File: src/rtl/brl_pkg.sv
package brl_pkg;

  localparam int OPC_W = 6;
  localparam int SEL_W = 5;

  localparam logic [OPC_W-1:0] OPC_REGIMM = 6'h01;
  localparam logic [OPC_W-1:0] OPC_EQ     = 6'h04;
  localparam logic [OPC_W-1:0] OPC_NE     = 6'h05;
  localparam logic [OPC_W-1:0] OPC_LEZ    = 6'h06;
  localparam logic [OPC_W-1:0] OPC_GTZ    = 6'h07;
  localparam logic [OPC_W-1:0] OPC_EQ_LK  = 6'h14;
  localparam logic [OPC_W-1:0] OPC_NE_LK  = 6'h15;
  localparam logic [OPC_W-1:0] OPC_LEZ_LK = 6'h16;
  localparam logic [OPC_W-1:0] OPC_GTZ_LK = 6'h17;

  // selector field under OPC_REGIMM: bit 1 = likely, bit 4 = and-link,
  // bit 0 = greater-or-equal (else less-than)
  localparam int SEL_LIKELY_BIT = 1;
  localparam int SEL_LINK_BIT   = 4;
  localparam int SEL_GE_BIT     = 0;

  typedef enum logic [2:0] {
    CND_EQ  = 3'd0,
    CND_NE  = 3'd1,
    CND_LEZ = 3'd2,
    CND_GTZ = 3'd3,
    CND_LTZ = 3'd4,
    CND_GEZ = 3'd5
  } cond_e;

  typedef struct packed {
    logic  is_br;
    logic  likely;
    logic  link;
    cond_e cond;
  } br_dec_t;

endpackage

File: src/rtl/brl_decode.sv
module brl_decode
  import brl_pkg::*;
(
  input  logic [31:0] instr,
  output br_dec_t     dec
);

  logic [OPC_W-1:0] opc;
  logic [SEL_W-1:0] sel;

  assign opc = instr[31:26];
  assign sel = instr[20:16];

  always_comb begin
    dec        = '0;
    dec.cond   = CND_EQ;
    unique case (opc)
      OPC_EQ, OPC_EQ_LK: begin
        dec.is_br  = 1'b1;
        dec.cond   = CND_EQ;
        dec.likely = (opc == OPC_EQ_LK);
      end
      OPC_NE, OPC_NE_LK: begin
        dec.is_br  = 1'b1;
        dec.cond   = CND_NE;
        dec.likely = (opc == OPC_NE_LK);
      end
      OPC_LEZ, OPC_LEZ_LK: begin
        dec.is_br  = 1'b1;
        dec.cond   = CND_LEZ;
        dec.likely = (opc == OPC_LEZ_LK);
      end
      OPC_GTZ, OPC_GTZ_LK: begin
        dec.is_br  = 1'b1;
        dec.cond   = CND_GTZ;
        dec.likely = (opc == OPC_GTZ_LK);
      end
      OPC_REGIMM: begin
        // valid selectors: bits 3:2 zero, bit 4 and bits 1:0 free
        if (sel[3:2] == 2'b00) begin
          dec.is_br  = 1'b1;
          dec.likely = sel[SEL_LIKELY_BIT];
          dec.link   = sel[SEL_LINK_BIT];
          dec.cond   = sel[SEL_GE_BIT] ? CND_GEZ : CND_LTZ;
        end
      end
      default: dec = '0;
    endcase
  end

endmodule

File: src/rtl/brl_compare.sv
module brl_compare
  import brl_pkg::*;
#(
  parameter int XLEN = 32
) (
  input  logic [XLEN-1:0] rs,
  input  logic [XLEN-1:0] rt,
  input  cond_e           cond,
  output logic            hit
);

  logic neg;
  logic zero;
  logic same;

  assign neg  = rs[XLEN-1];
  assign zero = (rs == '0);
  assign same = (rs == rt);

  always_comb begin
    unique case (cond)
      CND_EQ:  hit = same;
      CND_NE:  hit = !same;
      CND_LEZ: hit = neg || zero;
      CND_GTZ: hit = !neg && !zero;
      CND_LTZ: hit = neg;
      CND_GEZ: hit = !neg;
      default: hit = 1'b0;
    endcase
  end

endmodule

File: src/rtl/brl_target.sv
module brl_target #(
  parameter int XLEN  = 32,
  parameter int IMM_W = 16
) (
  input  logic [XLEN-1:0]  pc,
  input  logic [IMM_W-1:0] imm,
  output logic [XLEN-1:0]  target,
  output logic [XLEN-1:0]  seq4,
  output logic [XLEN-1:0]  seq8
);

  localparam int EXT_W = XLEN - IMM_W - 2;

  logic [XLEN-1:0] offs;

  assign offs   = {{EXT_W{imm[IMM_W-1]}}, imm, 2'b00};
  assign seq4   = pc + XLEN'(4);
  assign seq8   = pc + XLEN'(8);
  assign target = seq4 + offs;

endmodule

File: src/rtl/brl_resolve_unit.sv
module brl_resolve_unit
  import brl_pkg::*;
#(
  parameter int XLEN        = 32,
  parameter int SYNC_STAGES = 2,
  parameter int LINK_REG    = 31,
  parameter int IDX_W       = 5
) (
  input  logic            clk,
  input  logic            rst_n,
  input  logic            in_valid,
  input  logic [31:0]     in_instr,
  input  logic [XLEN-1:0] in_rs,
  input  logic [XLEN-1:0] in_rt,
  input  logic [XLEN-1:0] in_pc,
  input  logic            in_wr_req,
  output logic            out_valid,
  output logic            out_is_branch,
  output logic            out_taken,
  output logic [XLEN-1:0] out_target,
  output logic            out_squash,
  output logic [XLEN-1:0] out_next_pc,
  output logic            out_link_we,
  output logic [IDX_W-1:0] out_link_idx,
  output logic [XLEN-1:0] out_link_data,
  output logic            out_wr_commit
);

  localparam int IMM_W = 16;

  // ---------------- reset release synchroniser ----------------
  logic rst_s;

  generate
    if (SYNC_STAGES < 2) begin : g_sync1
      logic sync_q;
      always_ff @(posedge clk or negedge rst_n) begin
        if (!rst_n) sync_q <= 1'b0;
        else        sync_q <= 1'b1;
      end
      assign rst_s = sync_q;
    end else begin : g_syncn
      logic [SYNC_STAGES-1:0] sync_q;
      always_ff @(posedge clk or negedge rst_n) begin
        if (!rst_n) sync_q <= '0;
        else        sync_q <= {sync_q[SYNC_STAGES-2:0], 1'b1};
      end
      assign rst_s = sync_q[SYNC_STAGES-1];
    end
  endgenerate

  // ---------------- datapath pieces ----------------
  br_dec_t         dec;
  logic            hit;
  logic [XLEN-1:0] tgt;
  logic [XLEN-1:0] seq4;
  logic [XLEN-1:0] seq8;

  brl_decode u_dec (
    .instr (in_instr),
    .dec   (dec)
  );

  brl_compare #(.XLEN(XLEN)) u_cmp (
    .rs   (in_rs),
    .rt   (in_rt),
    .cond (dec.cond),
    .hit  (hit)
  );

  brl_target #(.XLEN(XLEN), .IMM_W(IMM_W)) u_tgt (
    .pc     (in_pc),
    .imm    (in_instr[IMM_W-1:0]),
    .target (tgt),
    .seq4   (seq4),
    .seq8   (seq8)
  );

  // ---------------- next state ----------------
  logic            kill_q,   kill_d;
  logic            live;
  logic            br_d, taken_d, squash_d, link_d, commit_d;
  logic [XLEN-1:0] next_pc_d;

  always_comb begin
    live      = in_valid && !kill_q;
    br_d      = live && dec.is_br;
    taken_d   = br_d && hit;
    squash_d  = br_d && dec.likely && !hit;
    link_d    = br_d && dec.link;
    commit_d  = in_valid && in_wr_req && !kill_q;
    if (taken_d)   next_pc_d = tgt;
    else if (br_d) next_pc_d = seq8;
    else           next_pc_d = seq4;
    kill_d    = in_valid ? squash_d : kill_q;
  end

  // ---------------- registers ----------------
  always_ff @(posedge clk or negedge rst_s) begin
    if (!rst_s) begin
      out_valid     <= 1'b0;
      out_is_branch <= 1'b0;
      out_taken     <= 1'b0;
      out_squash    <= 1'b0;
      out_link_we   <= 1'b0;
      out_wr_commit <= 1'b0;
      kill_q        <= 1'b0;
    end else begin
      out_valid     <= in_valid;
      out_is_branch <= br_d;
      out_taken     <= taken_d;
      out_squash    <= squash_d;
      out_link_we   <= link_d;
      out_wr_commit <= commit_d;
      kill_q        <= kill_d;
    end
  end

  always_ff @(posedge clk or negedge rst_s) begin
    if (!rst_s) begin
      out_target    <= '0;
      out_next_pc   <= '0;
      out_link_data <= '0;
    end else if (in_valid) begin
      out_target    <= tgt;
      out_next_pc   <= next_pc_d;
      out_link_data <= seq8;
    end
  end

  assign out_link_idx = IDX_W'(LINK_REG);

endmodule

File: config.mk
export PLATFORM = sky130hd
export DESIGN_NAME = brl_resolve_unit
export DESIGN_NICKNAME = d
export VERILOG_FILES = /design/src/rtl/brl_pkg.sv /design/src/rtl/brl_decode.sv /design/src/rtl/brl_compare.sv /design/src/rtl/brl_target.sv /design/src/rtl/brl_resolve_unit.sv
export SDC_FILE = /design/constraint.sdc
export NUM_CORES = 1
export LEC_CHECK = 0
export BUFFER_PORTS_ARGS = -buffer_cell sky130_fd_sc_hd__clkbuf_2
export CAP_MARGIN = 20
export CORE_MARGIN = 2
export CORE_UTILIZATION = 50
export DETAILED_ROUTE_END_ITERATION = 8
export PLACE_DENSITY_LB_ADDON = 0.05
export SYNTH_ARGS = -nofsm -noshare
export SYNTH_HDL_FRONTEND = slang
export SYNTH_SLANG_ARGS = --single-unit
File: constraint.sdc
create_clock -name clk -period 3.5 [get_ports clk]
set_input_delay 0.35 -clock clk [delete_from_list [all_inputs] [get_ports clk]]
set_output_delay 0.35 -clock clk [all_outputs]
set_load 0.05 [all_outputs]
==> results.toml <==
[route]
wl_um = 24800
drc = 0
wl_per_cell_um = 17.5
vias_per_cell = 5.55
ant_nets = 0
dr.pass1.iters = 5
vias = 7830
drtIter0Drc = 443

[timing]
rsz0062_at_grt = "true"
fmax_ghz = 0.289
hold_viol = 0
period_needed_ns = 3.46
slew_violations = 0
timing.final.crit_share_pct = 98.7
setup_viol = 0
worst_slack_ns = 0.0446
finalClockSkew_ns = 0.00698
maxSlewHeadroom_pct = 30.1
holdWs_ns = 0.191
setup_tns_ns = 0
worst_pin_slew_ns = 1.05

[synth]
postSynthAreaPerCell_um2 = 8.73
yosysUniqueCellTypes = 76
ys_async_sr_fraction_pct = 100
synth-edff-count = 0
synthCells = 886
synth_ff_type = "dfrtp_1"
yosys_warnings = 0
seq_area_frac_synth_pct = 32.7
ys_seq_elements = 101
syn_area_um2 = 7740

[flow_run]
drv_cap = 0

[clock_network]
root_buffer = "clkbuf_16"
cts_tree = "done"
clk_pin_slew_worst_paths_ns = 0.07
cts-htree-levels = 3
cts_buffer_depth = 2
clock_latency_ns = 0.37
clkSinkCount = 101
cts_buffers = 9

[power_and_ir_drop]
totalPowerFinal_w = 0.00442
leakage_nw = 4.84
power_density_nw_per_um2 = 422
peakVddDrop_uv = 301

[critical_path]
cp_max_fo = 5
cp-end-kind = "register"
reg2reg_slack_ns = 0.82
required_ns = 3.75
arrival_ns = 3.70
worstSetupStartpoint = "in_pc[4]"
path_class = "input pin to register"
r2r-end = "out_next_pc[27]"
crit_end = "out_target[30]"
startpoint_type = "input pin"
r2r-start = "kill_q"
rr_worst_depth = 9

[layout]
fillCellCount = 1282
antenna_cells = 0
areaGrowthSynthToFinish_pct = 35.5
nets = 1388
utilization_pct = 69.2
drive_above_1_share_pct = 38.5
multi_input_area_um2 = 5010
seq_area_um2 = 2530

[die]
fp.dieW_um = 128
io_pins = 239
die_h_um = 128
coreArea_um2 = 15100
design.die.area_um2 = 16500
row_count = 45
start_util_pct = 51.1

[global_routing]
grt_pass1_wl_um = 38700
grt-ovfl-total = 0
grt_max_degree = 79
grt_use_total_pct = 30.3
grt_pass1_vias = 7485
antenna_found_initial = 0

[placed_design]
place_ws_ns = -0.372
gp_congestion = 0.957
portBuffers = 228
hpwl_um = 19700

[hold_path]
hold_path.class = "input pin to register"

[status]
outcome = "completed"
-- worst min path at each step --
stage | from | to | slack, ns | depth (start not counted)
4_1_cts | in_wr_req | out_wr_commit | 0.18 | 2
6_report | in_wr_req | out_wr_commit | 0.19 | 2
2_1_floorplan | rst_n | g_syncn.sync_q[0] | 0.05 | 0
3_3_place_gp | rst_n | g_syncn.sync_q[0] | 0.14 | 1
3_5_place_dp | rst_n | g_syncn.sync_q[0] | 0.14 | 1
5_1_grt | in_wr_req | out_wr_commit | 0.20 | 2
-- final cells by class --
class                           count  area share [%]
Sequential cell                   101            24.1
Clock buffer                       10            2.18
Inverter                           21           0.752
Timing Repair Buffer              380            22.0
Clock inverter                      6           0.824
Multi-Input combinational cell    705            47.8
Tap cell                          188            2.24
-- metrics by stage --
stage	cell area, µm²	std cells
after floorplan	7830	891
after global placement	9990	1388
after detailed placement	9990	1388
after CTS	10300	1405
after global routing	10500	1411
final	10500	1411
-- synthesized netlist by cell type, drive strengths merged, types with 3 or more instances --
library cell  instances  area, µm²
nor2                 85        319
nand3                25        130
a31oi                10       62.6
a311oi                3       32.5
nor4                 16        100
xor2                 30        263
and4                  4       35.0
o21bai                3       22.5
a211o                 6       52.6
buf                  30        180
a2111oi               4       41.3
o211ai                7       52.6
and2                  6       37.5
clkbuf               34        128
nor2b                 6       37.5
o32ai                 3       26.3
ha                   37        463
nor3                 23        126
a221o                 5       50.1
o2bb2ai               5       43.8
nand2b                3       18.8
nand4                31        209
o31ai                 3       22.5
inv                  21       78.8
mux2                 31        353
and3                 13       81.3
a21oi                69        349
a21o                 14        105
mux2i                10        100
a211oi                6       45.0
dfrtp               101       2530
xnor2               100        883
o21ai                35        179
nand2                71        267
nor3b                 3       27.5
-- critical path, cell delays in order --
cell and delay [ns]:
clkbuf_2 0.13, ha_4 0.14, nand2_1 0.08, or4_4 0.61, nor2_4 0.16, xor2_2 0.25, ha_4 0.27, a21oi_4 0.17
o21ai_2 0.08, a311oi_2 0.34, o21ai_2 0.14, a2111oi_2 0.38, o311a_1 0.26, xnor2_1 0.09, mux2_2 0.26
-- cells by family (layout without fill, tap and decap cells) --
kind of cell	after synthesis	after routing	synth area share (%)
muxes	41	41	5.85
and+or+nand+nor	296	296	19.0
DFF	101	101	32.7
AOI/OAI and AO/OA	194	194	16.3
xor gates and xnor gates	130	130	14.8
adders and majority gates	38	38	6.24
buffers and inverters	85	417	5.00
other	1	6	0.0485
-- flip-flops by register name, indices dropped and copies added, names as in the netlist --
signal	count
out_is_branch	1
out_next_pc	30
out_valid	1
out_taken	1
kill_q	1
out_link_we	1
out_wr_commit	1
out_target	32
g_syncn.sync_q	2
out_link_data	30
out_squash	1
-- per-layer routing --
layer	GRT usage [%]	share of wire, %	vias to the layer above
met3	4.70	5.5	38
met4	10.3	2.6	0
met1	40.7	45	3706
met2	50.1	47	256
met5	0	0	-
li1	-	-	3830
-- report_power, final --
group          switching (W)  leakage [nW]  total, W  internal (W)
Combinational        0.00125          3.50   0.00189      0.000642
Sequential          0.000105          1.18   0.00144       0.00133
Clock               0.000463         0.153   0.00109      0.000627
-- placed cells by master, fill, tap and decap left out, types with 30 or more instances in the layout --
cell type / Yosys / routed
dfrtp_1: 101 / 100
ha_1: 37 / 34
nand2_1: 71 / 70
a21oi_1: 68 / 64
mux2_2: 30 / 30
buf_4: 12 / 150
nor2_1: 85 / 80
clkbuf_2: 0 / 226
xnor2_1: 99 / 98
nand4_1: 30 / 30
-- what timing repair did --
item,in CTS,in global routing
setup endpoints to repair,0,23
hold buffers,1,0
endpoints found under the hold margin,2,0
buffers inserted,0,6
resized for setup,0,30
No activity file was read; power rests on OpenSTA's default activity.
